File: config.mk
export PLATFORM = sky130hd
export DESIGN_NAME = lnk_integrity
export DESIGN_NICKNAME = d
export VERILOG_FILES = /design/src/rtl/lnk_pkg.sv /design/src/rtl/lnk_pulse_gen.sv /design/src/rtl/lnk_monitor.sv /design/src/rtl/lnk_status_latch.sv /design/src/rtl/lnk_integrity.sv
export SDC_FILE = /design/constraint.sdc
export NUM_CORES = 1
export LEC_CHECK = 0
export BUFFER_PORTS_ARGS = -buffer_cell sky130_fd_sc_hd__buf_2
export CORE_MARGIN = 5
export CORE_UTILIZATION = 32
export DETAILED_ROUTE_END_ITERATION = 10
export PLACE_DENSITY = 0.59
export SLEW_MARGIN = 15
export SYNTH_ARGS = -nofsm -noshare
export SYNTH_HDL_FRONTEND = slang
export SYNTH_HIERARCHICAL = 1
export SYNTH_SLANG_ARGS = --single-unit
File: constraint.sdc
create_clock -name clk -period 4.27 [get_ports clk]
set_input_delay 0.6405 -clock clk [delete_from_list [all_inputs] [get_ports clk]]
set_output_delay 0.6405 -clock clk [all_outputs]
set_load 0.02 [all_outputs]
File: src/rtl/lnk_pkg.sv
package lnk_pkg;

    typedef enum logic {
        LNK_DOWN = 1'b0,
        LNK_UP   = 1'b1
    } lnk_state_e;

    typedef struct packed {
        logic pulse;
        logic data;
    } rx_act_t;

    localparam int unsigned LNK_REG_PRIMARY   = 1;
    localparam int unsigned LNK_BIT_PRIMARY   = 2;
    localparam int unsigned LNK_REG_SECONDARY = 17;
    localparam int unsigned LNK_BIT_SECONDARY = 0;

    function automatic int unsigned ms_to_cyc(input int unsigned ms, input int unsigned tpm);
        return ms * tpm;
    endfunction

    function automatic logic any_activity(input rx_act_t a);
        return a.pulse | a.data;
    endfunction

endpackage

File: src/rtl/lnk_pulse_gen.sv
module lnk_pulse_gen #(
    parameter int unsigned PERIOD_CYC = 400000
) (
    input  logic clk,
    input  logic rst,
    input  logic tx_busy,
    output logic lp_out
);
    localparam int unsigned CW = (PERIOD_CYC > 2) ? $clog2(PERIOD_CYC) : 1;
    localparam logic [CW-1:0] LASTV = CW'(PERIOD_CYC - 1);

    logic [CW-1:0] cnt;

    always_ff @(posedge clk) begin
        if (rst) begin
            cnt    <= '0;
            lp_out <= 1'b0;
        end else if (tx_busy) begin
            cnt    <= '0;
            lp_out <= 1'b0;
        end else if (cnt == LASTV) begin
            cnt    <= '0;
            lp_out <= 1'b1;
        end else begin
            cnt    <= cnt + 1'b1;
            lp_out <= 1'b0;
        end
    end

    // a transmitting cycle is never followed by a pulse
    p_tx_quiet_r2: assert property (@(posedge clk) disable iff (rst)
        tx_busy |=> !lp_out);

    // pulses are single-cycle strobes
    p_single_pulse_r1: assert property (@(posedge clk) disable iff (rst)
        lp_out |=> !lp_out);

endmodule

File: src/rtl/lnk_monitor.sv
module lnk_monitor
    import lnk_pkg::*;
#(
    parameter int unsigned MIN_CYC = 50000,
    parameter int unsigned MAX_CYC = 3750000,
    parameter int unsigned NEED    = 3
) (
    input  logic    clk,
    input  logic    rst,
    input  rx_act_t act,
    output logic    link_up
);
    localparam int unsigned GW = $clog2(MAX_CYC + 1);
    localparam int unsigned PW = $clog2(NEED + 1);
    localparam logic [GW-1:0] MINV  = GW'(MIN_CYC);
    localparam logic [GW-1:0] MAXV  = GW'(MAX_CYC);
    localparam logic [PW-1:0] LASTP = PW'(NEED - 1);

    lnk_state_e    st;
    logic [GW-1:0] gap;
    logic [PW-1:0] pcnt;
    logic          busy_rx;

    assign busy_rx = any_activity(act);
    assign link_up = (st == LNK_UP);

    // gap = cycles since the most recent activity, saturating at MAXV
    always_ff @(posedge clk) begin
        if (rst)
            gap <= '0;
        else if (busy_rx)
            gap <= GW'(1);
        else if (gap != MAXV)
            gap <= gap + 1'b1;
    end

    always_ff @(posedge clk) begin
        if (rst) begin
            st   <= LNK_DOWN;
            pcnt <= '0;
        end else begin
            case (st)
                LNK_DOWN: begin
                    if (act.data) begin
                        st   <= LNK_UP;
                        pcnt <= '0;
                    end else if (act.pulse) begin
                        if (pcnt == '0) begin
                            pcnt <= PW'(1);
                        end else if (gap >= MINV) begin
                            if (pcnt == LASTP) begin
                                st   <= LNK_UP;
                                pcnt <= '0;
                            end else begin
                                pcnt <= pcnt + 1'b1;
                            end
                        end else begin
                            pcnt <= PW'(1);
                        end
                    end else if (gap == MAXV) begin
                        pcnt <= '0;
                    end
                end
                LNK_UP: begin
                    if (!busy_rx && gap == MAXV) begin
                        st   <= LNK_DOWN;
                        pcnt <= '0;
                    end
                end
                default: begin
                    st   <= LNK_DOWN;
                    pcnt <= '0;
                end
            endcase
        end
    end

    // data activity always leaves the link valid in the next cycle
    p_data_up_r7: assert property (@(posedge clk) disable iff (rst)
        act.data |=> link_up);

    // activity keeps a valid link valid
    p_act_holds_r8: assert property (@(posedge clk) disable iff (rst)
        (link_up && busy_rx) |=> link_up);

    // the pulse count never exceeds what is needed
    p_count_bound_r5: assert property (@(posedge clk) disable iff (rst)
        pcnt <= LASTP);

endmodule

File: src/rtl/lnk_status_latch.sv
module lnk_status_latch
    import lnk_pkg::*;
#(
    parameter int unsigned ADDR_W = 5,
    parameter int unsigned DATA_W = 16
) (
    input  logic              clk,
    input  logic              rst,
    input  logic              link_up,
    input  logic              rd_en,
    input  logic [ADDR_W-1:0] rd_addr,
    output logic [DATA_W-1:0] rd_data
);
    localparam logic [ADDR_W-1:0] ADDR_P = ADDR_W'(LNK_REG_PRIMARY);
    localparam logic [ADDR_W-1:0] ADDR_S = ADDR_W'(LNK_REG_SECONDARY);

    logic              held;
    logic              hit_p;
    logic              hit_s;
    logic              hit;
    logic [DATA_W-1:0] word;

    assign hit_p = rd_en && (rd_addr == ADDR_P);
    assign hit_s = rd_en && (rd_addr == ADDR_S);
    assign hit   = hit_p | hit_s;

    always_comb begin
        word = '0;
        if (hit_p) word[LNK_BIT_PRIMARY]   = held;
        if (hit_s) word[LNK_BIT_SECONDARY] = held;
    end

    always_ff @(posedge clk) begin
        if (rst)
            held <= 1'b0;
        else if (hit)
            held <= link_up;
        else if (!link_up)
            held <= 1'b0;
    end

    always_ff @(posedge clk) begin
        if (rst)
            rd_data <= '0;
        else
            rd_data <= word;
    end

    // with no read, a down link leaves the latch at zero
    p_latch_low_r9: assert property (@(posedge clk) disable iff (rst)
        (!link_up && !hit) |=> !held);

    // addresses outside the two mirrors read as zero
    p_other_zero_r11: assert property (@(posedge clk) disable iff (rst)
        (rd_en && !hit) |=> (rd_data == '0));

    // at most one bit is ever set in the read word
    p_one_bit_r11: assert property (@(posedge clk) disable iff (rst)
        $onehot0(rd_data));

endmodule

File: src/rtl/lnk_integrity.sv
module lnk_integrity
    import lnk_pkg::*;
#(
    parameter int unsigned TICKS_PER_MS  = 25000,
    parameter int unsigned PULSE_MS      = 16,
    parameter int unsigned MIN_GAP_MS    = 2,
    parameter int unsigned MAX_GAP_MS    = 150,
    parameter int unsigned PULSES_NEEDED = 3,
    parameter int unsigned ADDR_W        = 5,
    parameter int unsigned DATA_W        = 16
) (
    input  logic              clk,
    input  logic              rst,
    input  logic              tx_busy,
    input  logic              rx_lp,
    input  logic              rx_dv,
    input  logic              rd_en,
    input  logic [ADDR_W-1:0] rd_addr,
    output logic              lp_out,
    output logic              link_up,
    output logic              col,
    output logic [DATA_W-1:0] rd_data
);
    localparam int unsigned PERIOD_CYC = ms_to_cyc(PULSE_MS, TICKS_PER_MS);
    localparam int unsigned MIN_CYC    = ms_to_cyc(MIN_GAP_MS, TICKS_PER_MS);
    localparam int unsigned MAX_CYC    = ms_to_cyc(MAX_GAP_MS, TICKS_PER_MS);

    rx_act_t act;
    assign act.pulse = rx_lp;
    assign act.data  = rx_dv;

    lnk_pulse_gen #(.PERIOD_CYC(PERIOD_CYC)) u_tx (
        .clk     (clk),
        .rst     (rst),
        .tx_busy (tx_busy),
        .lp_out  (lp_out)
    );

    lnk_monitor #(
        .MIN_CYC (MIN_CYC),
        .MAX_CYC (MAX_CYC),
        .NEED    (PULSES_NEEDED)
    ) u_mon (
        .clk     (clk),
        .rst     (rst),
        .act     (act),
        .link_up (link_up)
    );

    lnk_status_latch #(
        .ADDR_W (ADDR_W),
        .DATA_W (DATA_W)
    ) u_stat (
        .clk     (clk),
        .rst     (rst),
        .link_up (link_up),
        .rd_en   (rd_en),
        .rd_addr (rd_addr),
        .rd_data (rd_data)
    );

    // collision: transmit and receive data overlap; link pulses are ignored
    always_ff @(posedge clk) begin
        if (rst) col <= 1'b0;
        else     col <= tx_busy && rx_dv;
    end

    // a link pulse without receive data never raises collision
    p_lp_no_col_r4: assert property (@(posedge clk) disable iff (rst)
        (rx_lp && !rx_dv) |=> !col);

    // no collision without transmission
    p_col_needs_tx_r4: assert property (@(posedge clk) disable iff (rst)
        !tx_busy |=> !col);

endmodule

Word level (Yosys, flattened, before mapping). Index checks and enable logic that the tools add are counted.

Word-level logic and storage cells: 62. Register bits after elaboration: 63. Bits of input ports: 11.

Bitwise logic cells: 5. Equality and inequality tests: 9. Order comparisons: 1. Mux-type cells: 20. Add/subtract/negate cells: 3. Reductions and logical operators: 13.

Operators with widths (count): $add A22 B1 Y22 const B (1); $eq A22 B22 Y1 const B (1); $ge A22 B16 Y1 const B (1); $ne A22 B22 Y1 const B (1); $add A19 B1 Y19 const B (1); $eq A19 B19 Y1 const B (1); $mux W2 (7); $mux W1 (11); $reduce_or A2 Y1 (4); $eq A5 B1 Y1 const B (1); $eq A5 B5 Y1 const B (1); $logic_and A1 B1 Y1 (4); $ne A4 B3 Y1 const B (1); $pmux W2 S2 (1); $not A1 Y1 (3); $reduce_or A3 Y1 (1); $add A2 B1 Y2 const B (1); $eq A2 B2 Y1 const B (1); $logic_not A2 Y1 (1); $ne A2 B1 Y1 const B (1); $ne A2 B2 Y1 const B (1); $or A1 B1 Y1 (2); $pmux W1 S2 (1); $reduce_and A2 Y1 (1); 2 further kinds (2).

Logic depth before layout (Yosys ltp). Gate-level depths: netlist of the first run.

Word-level depth: 7. Depth in mapped cells: 7. Gate-level depth less buffers: 6.

Modules after synthesis. Netlist of the first run, hierarchy kept.

Modules (own cells, without submodules): lnk_monitor (cells each 153, times used 1, area each 1285.0 sq um); lnk_pulse_gen (cells each 104, times used 1, area each 950.9 sq um); lnk_status_latch (cells each 26, times used 1, area each 231.5 sq um); lnk_integrity (cells each 2, times used 1, area each 28.8 sq um).

Worst setup path after synthesis of the first run. No wires, ideal clock.

Path kind: reg-to-reg. From: reg u_mon.gap[0]. To: reg u_mon.gap[20]. Data required time: 4.200 ns. Period minus slack after synthesis: 1.979 ns. Buffers on the path: 1. Cell stages (with the launch flop): 7. Slack: 2.291 ns. Arrival time: 1.909 ns. Cells stage by stage: dfxtp_1 -> ha_1 -> nand3_2 -> or4_1 -> buf_2 -> or4_1 -> a21oi_1.

Longest elaborated chain between the ends: 1.

Ends and longest elaborated chain: start, declared (RTL line lnk_monitor.sv:20) `logic [GW-1:0] gap;`; start signal, assigned (RTL line lnk_monitor.sv:34) `gap <= gap + 1'b1;`; $add A22 B1 Y22 / $ne A22 B22 Y1 (equally long branches) (RTL line lnk_monitor.sv:34, lnk_monitor.sv:33).

Several ways; a longest one is shown, not always the timed one. A chain may end at the register's enable or synchronous reset.

Final worst setup path of the first run. Same ends and word-level chain as after synthesis.

==> reports/qor.yml, run 1 <==
cts:
  cts_sinks: 49
  clk-insertion-delay-late_ns: 0.30
  cts_root_buffer: "clkbuf_8"
  path_clk_slew_ns: 0.09
  cts_tree: "done"
  cts.hold.buffers_added: 0
  cts_resized: 0
  post_cts_buffers: 0
  cts_buffers: 5
  cts_max_level: 2
  cts_max_path_buffers: 2
floorplanning:
  initial_core_util_pct: 32.6
  io_pins: 30
  rows: 32
  die_w_um: 98.3
  core_area_sq_um: 7650
  dieArea_sq_um: 9670
  die_h_um: 98.3
layout:
  final_cells: 401
  layout_common_cells: "dfxtp_1 (49), nor2_1 (29), nand3_1 (16)"
  final_common_cell: "dfxtp_1"
  area_growth_pct: 9.02
  num_antenna_cells: 0
  nNetsFinal: 312
  final_util_pct: 35.6
  drive_gt1_share_pct: 13.0
timing:
  finClkSkew_ns: 0.00735
  rsz0062_at_grt: "no"
  worst_slack_ns: 2.06
  fmax_mhz: 452
  fin_crit_sh_pct: 51.8
  setup_viol: 0
  tightest_slew_ns: 0.696
  relSlewSlack_pct: 53.6
  final_max_slew_viol_count: 0
  finalCriticalPeriod_ns: 2.21
  hold_violations: 0
  tns_ns: 0
routing:
  first_pass_iters: 4
  final_antenna_net_count: 0
  routed_wl_um: 4930
  drt-initial-drc-count: 117
  via_per_inst: 5.01
  vias: 2011
  post_drt_wl_per_cell_um: 12.3
  drc_errors: 0
critical_path:
  setup.worst_path.start_class: "flip-flop"
  required_ns: 4.50
  arrival_ns: 2.44
  critPathMaxFanout: 10
  end_kind: "flip-flop"
  r2r_slack_ns: 2.06
  crit_type: "flip-flop to flip-flop"
  rr_worst_depth: 5
  rr_startpoint: "u_mon/gap[0]$_SDFFE_PP0P_"
  r2r-end: "u_mon/gap[20]$_SDFFE_PP0N_"
synthesis:
  synth_fa_ha_area_share_pct: 1.50
  synth_mux_area_share_pct: 0.401
  async_reset_ff_share_pct: 0
  ys_types: 55
  synth_xor_xnor_area_share_pct: 8.07
  synth_cells: 285
  ys_seq_area_share_pct: 39.3
  yosysWarnings: 6
  synth-edff-count: 0
  synth-compound-area-share_pct: 11.1
  avgSynthCellArea_sq_um: 8.76
  synth_ff_type: "dfxtp_1"
  synth_top_family_by_area: "simple AND/OR/NAND/NOR gates"
  synthSimpleGateAreaFrac_pct: 31.9
  syn-cell-area_sq_um: 2500
  synth-seq-cells: 49
pwr:
  power.leakage_nw: 0.869
  power_density_nw_per_um2: 329
  totalPowerFinal_mw: 0.896
  peakVddDrop_uv: 122
place:
  dp_hpwl_um: 3660
  gp_congestion: 0.784
  port-buffer-count: 15
  dpl_worst_slack_ns: 2.11
  post-place-cells: 393
global_routing:
  grt_pass1_vias: 1749
  track_usage_pct: 10.4
  grt_max_degree: 20
  grt_pass1_wl_um: 8330
  gr-total-overflow: 0
  antenna_found_initial: 0
hold_path:
  min_from: "u_stat/held$_SDFFE_PP0P_"
  hold_depth: 2
  min_to: "u_stat/held$_SDFFE_PP0P_"
  holdCritPathClass: "flip-flop to flip-flop"
job:
  maxCapViolations: 0
outcome:
  status: "completed"
layer usage:
layer | vias up | track usage [%] | wire length (um)
met1 | 912 | 15.3 | 2610
met5 | - | 0 | 0
met4 | 0 | 4.10 | 82
met2 | 53 | 14.2 | 1990
met3 | 7 | 2.57 | 243
li1 | 1039 | - | -
Yosys cell counts (all sizes together), types with 2 or more instances:
master / number / area (sq um)
nor3: 8 / 40.0
nor4b: 2 / 17.5
o21ai: 12 / 60.1
nor4: 9 / 56.3
or4: 7 / 56.3
buf: 20 / 155
o22ai: 2 / 12.5
dfxtp: 49 / 981
nand4: 13 / 81.3
clkbuf: 2 / 8.75
o211ai: 2 / 15.0
nor2: 29 / 109
a21oi: 13 / 68.8
ha: 3 / 37.5
nand2: 18 / 80.1
or3: 10 / 67.6
xnor2: 12 / 105
and2: 3 / 20.0
nand3b: 5 / 37.5
and4: 4 / 37.5
o31ai: 7 / 66.3
inv: 7 / 26.3
and3: 4 / 30.0
xor2: 11 / 96.3
nand3: 17 / 90.1
worst max-delay path, cell delays in order (launching register included):
cell and delay [ns]:
dfxtp_1 0.44, ha_1 0.23, nand3_2 0.15, or4_1 0.65, or4_1 0.51, a21oi_1 0.16
how the worst max path moves through the flow:
stage | startpoint | to | cells after the start
floorplan | u_mon/gap[0]$_SDFFE_PP0P_ | u_mon/gap[20]$_SDFFE_PP0N_ | 6
global placement | u_mon/gap[0]$_SDFFE_PP0P_ | u_mon/gap[20]$_SDFFE_PP0N_ | 5
detailed placement | u_mon/gap[0]$_SDFFE_PP0P_ | u_mon/gap[20]$_SDFFE_PP0N_ | 5
CTS | u_mon/gap[0]$_SDFFE_PP0P_ | u_mon/gap[20]$_SDFFE_PP0N_ | 5
global route | u_mon/gap[0]$_SDFFE_PP0P_ | u_mon/gap[20]$_SDFFE_PP0N_ | 5
finish | u_mon/gap[0]$_SDFFE_PP0P_ | u_mon/gap[20]$_SDFFE_PP0N_ | 5
sequential cells by signal (all words and copies together) (netlist names):
name	cells
u_tx/cnt	19
u_stat/held	1
u_tx/lp_out	1
u_mon/pcnt	2
col	1
u_stat/rd_data	2
u_mon/link_up	1
u_mon/gap	22
layout make-up:
| type | instances | area (sq um) |
|---|---|---|
| Fill cell | 791 | 4930 |
| Multi-Input combinational cell | 220 | 1370 |
| Sequential cell | 49 | 981 |
| Tap cell | 102 | 128 |
| Timing Repair Buffer | 15 | 75.1 |
| Clock buffer | 5 | 68.8 |
| Clock inverter | 3 | 68.8 |
| Inverter | 7 | 26.3 |
cells by family after synthesis:
kind of cell    count (synthesis)
compound gates                 42
xor+xnor                       23
fa+ha+maj                       3
buf+inv                        29
flops                          49
mux                             1
other cells                     1
simple gates                  137
report_power, final:
group,internal [mW],switching (mW)
clock,0.236,0.157
combinational,0.0106,0.0274
sequential,0.460,0.00480
stage by stage:
step | cell area [sq um] | hold slack [ns]
finish | 2720 | 0.489
global route | 2720 | 0.498
CTS | 2720 | 0.493
detailed placement | 2580 | 0.478
global placement | 2580 | 0.464
floorplan | 2540 | 0.437
Power figures use the tool's default switching activity.
==> run 2: changes to the inputs <==
- clock period: 4.27 -> 2.1 ns (I/O delays scaled with it)
==> reports/qor.yml, run 2 (synthesis results as in run 1) <==
outcome:
  status: "completed"
global_routing:
  antenna_found_initial: 0  # unchanged
  grt_pass1_wl_um: 8890  # +6.7%
  grt_pass1_vias: 1851  # +5.8%
  grt_max_degree: 20  # unchanged
  gr-total-overflow: 0  # unchanged
  track_usage_pct: 11.0  # +0.65 points
layout:
  largestRegisters: "u_mon/gap (22), u_tx/cnt (19)"
  area_growth_pct: 10.4
  layout_common_cells: "dfxtp_1 (49), nor2_1 (29), nand3_1 (16)"
  final_util_pct: 36.0  # +0.44 points
  nNetsFinal: 319  # +2.2%
  final_cells: 408  # +1.7%
  final_common_cell: "dfxtp_1"
  fin_area_sq_um: 2760  # +1.2%
  largest_reg_flops: 22  # unchanged
  drive_gt1_share_pct: 15.4  # +2.3 points
  top_register: "u_mon/gap"
  num_antenna_cells: 0  # unchanged
routing:
  vias: 2045  # +1.7%
  routed_wl_um: 5300  # +7.6%
  first_pass_iters: 4  # unchanged
  drt-initial-drc-count: 111  # -5.1%
  via_per_inst: 5.01  # about the same
  final_antenna_net_count: 0  # unchanged
  post_drt_wl_per_cell_um: 13.0  # +5.7%
  drc_errors: 0  # unchanged
place:
  post-place-cells: 400  # +1.8%
  placed_area_sq_um: 2640  # +2.0%
  dp_hpwl_um: 3920  # +7.0%
  gp_congestion: 0.810  # +3.3%
  dpl_worst_slack_ns: 0.132  # -1.98 ns
  port-buffer-count: 15  # unchanged
timing:
  hold-worst-slack_ns: 0.179  # -0.310 ns
  fin_crit_sh_pct: 95.0  # +43 points
  tns_ns: 0  # unchanged
  rsz0062_at_grt: "no"
  finalCriticalPeriod_ns: 2.00  # -0.216 ns
  worst_slack_ns: 0.105  # -1.95 ns
  final_max_slew_viol_count: 0  # unchanged
  fmax_mhz: 501  # +11%
  hold_violations: 0  # unchanged
  finClkSkew_ns: 0.0110  # +0.00367 ns
  setup_viol: 0  # unchanged
critical_path:
  rr_worst_depth: 4  # -1
  path_cells: "nand4_1 -> or4_1 -> or4_1 -> a21oi_1"
  end_kind: "flip-flop"
  rr_startpoint: "u_mon/gap[7]$_SDFFE_PP0N_"
  critPathMaxFanout: 11  # +1
  crit_type: "flip-flop to flip-flop"
  max_stage_delay_ns: 0.69  # +0.04 ns
  required_ns: 2.33  # -2.17 ns
  setup.worst_path.start_class: "flip-flop"
  r2r-end: "u_mon/gap[21]$_SDFFE_PP0N_"
  r2r_slack_ns: 0.10  # -1.95 ns
  slowest_stage: "or4_1"
  crit_top_cell: "or4_1"
  arrival_ns: 2.22  # -0.22 ns
hold_path:
  min_to: "u_stat/rd_data[2]$_SDFF_PP0_"
  holdCritPathClass: "input pin to flip-flop"
  min_from: "rd_addr[4]"
  hold_depth: 2  # unchanged
cts:
  path_clk_slew_ns: 0.09  # about the same
  clk-insertion-delay-late_ns: 0.31  # about the same
  cts_max_level: 2  # unchanged
  cts.hold.buffers_added: 0  # unchanged
  cts_sinks: 49  # unchanged
  post_cts_buffers: 0  # unchanged
  cts_max_path_buffers: 2  # unchanged
  cts_buffers: 5  # unchanged
  cts_resized: 0  # unchanged
  cts_tree: "done"
  cts_root_buffer: "clkbuf_8"
job:
  maxCapViolations: 0  # unchanged
floorplanning:
  io_pins: 30  # unchanged
  initial_core_util_pct: 32.6  # unchanged
  die_h_um: 98.3  # unchanged
  rows: 32  # unchanged
  core_area_sq_um: 7650  # unchanged
  die_w_um: 98.3  # unchanged
  dieArea_sq_um: 9670  # unchanged
pwr:
  power.leakage_nw: 0.891  # +2.5%
  power_density_nw_per_um2: 623  # +89%
  totalPowerFinal_mw: 1.72  # +91%
  peakVddDrop_uv: 266  # +120%
==> run 2: changes by cell type in the layout (fill, tap and decap cells not counted), sizes merged <==
cell and change:
buf +7, clkinv +1, clkinvlp +1, bufinv -1, inv -1
==> run 2: cell type report <==
cell class | instances | area [sq um]
fill | 791 | 4890
multi-input combinational | 220 | 1380
sequential | 49 | 981
timing repair buffer | 22 | 128
tap | 102 | 128
clock buffer | 5 | 68.8
clock inverter | 3 | 46.3
inverter | 7 | 26.3
==> run 2: how the worst max path moves through the flow <==
stage	startpoint	endpoint	slack [ns]	cells after the start
final	u_mon/gap[7]$_SDFFE_PP0N_	u_mon/gap[21]$_SDFFE_PP0N_	0.10	4
after global routing	u_mon/gap[7]$_SDFFE_PP0N_	u_mon/gap[21]$_SDFFE_PP0N_	0.01	4
after CTS	u_mon/gap[1]$_SDFFE_PP0N_	u_mon/gap[20]$_SDFFE_PP0N_	0.09	5
after detailed placement	u_mon/gap[0]$_SDFFE_PP0P_	u_mon/gap[20]$_SDFFE_PP0N_	0.13	5
after global placement	u_mon/gap[0]$_SDFFE_PP0P_	u_mon/gap[20]$_SDFFE_PP0N_	0.15	5
after floorplan	u_mon/gap[0]$_SDFFE_PP0P_	u_mon/gap[20]$_SDFFE_PP0N_	0.12	6
==> run 2: per-layer routing <==
layer	global-route usage, %	up-vias	share of wire [%]	wire, um
li1	-	1054	-	-
met1	15.2	944	51	2730
met2	16.6	42	42	2240
met3	2.64	5	4.8	254
met4	4.10	0	1.6	84
met5	0	-	0	0
==> run 2: critical path: cells and delay by family (launching register included) <==
kind | cells | cell delay [ns]
and+or+nand+nor | 3 | 1.34
DFF | 1 | 0.44
AOI/OAI and AO/OA | 1 | 0.15
==> run 2: report_power, final <==
part,switching (mW),internal [mW],total (mW)
Combinational,0.0612,0.0265,0.0876
Clock,0.328,0.357,0.685
Sequential,0.00758,0.936,0.943
Total,0.397,1.32,1.72
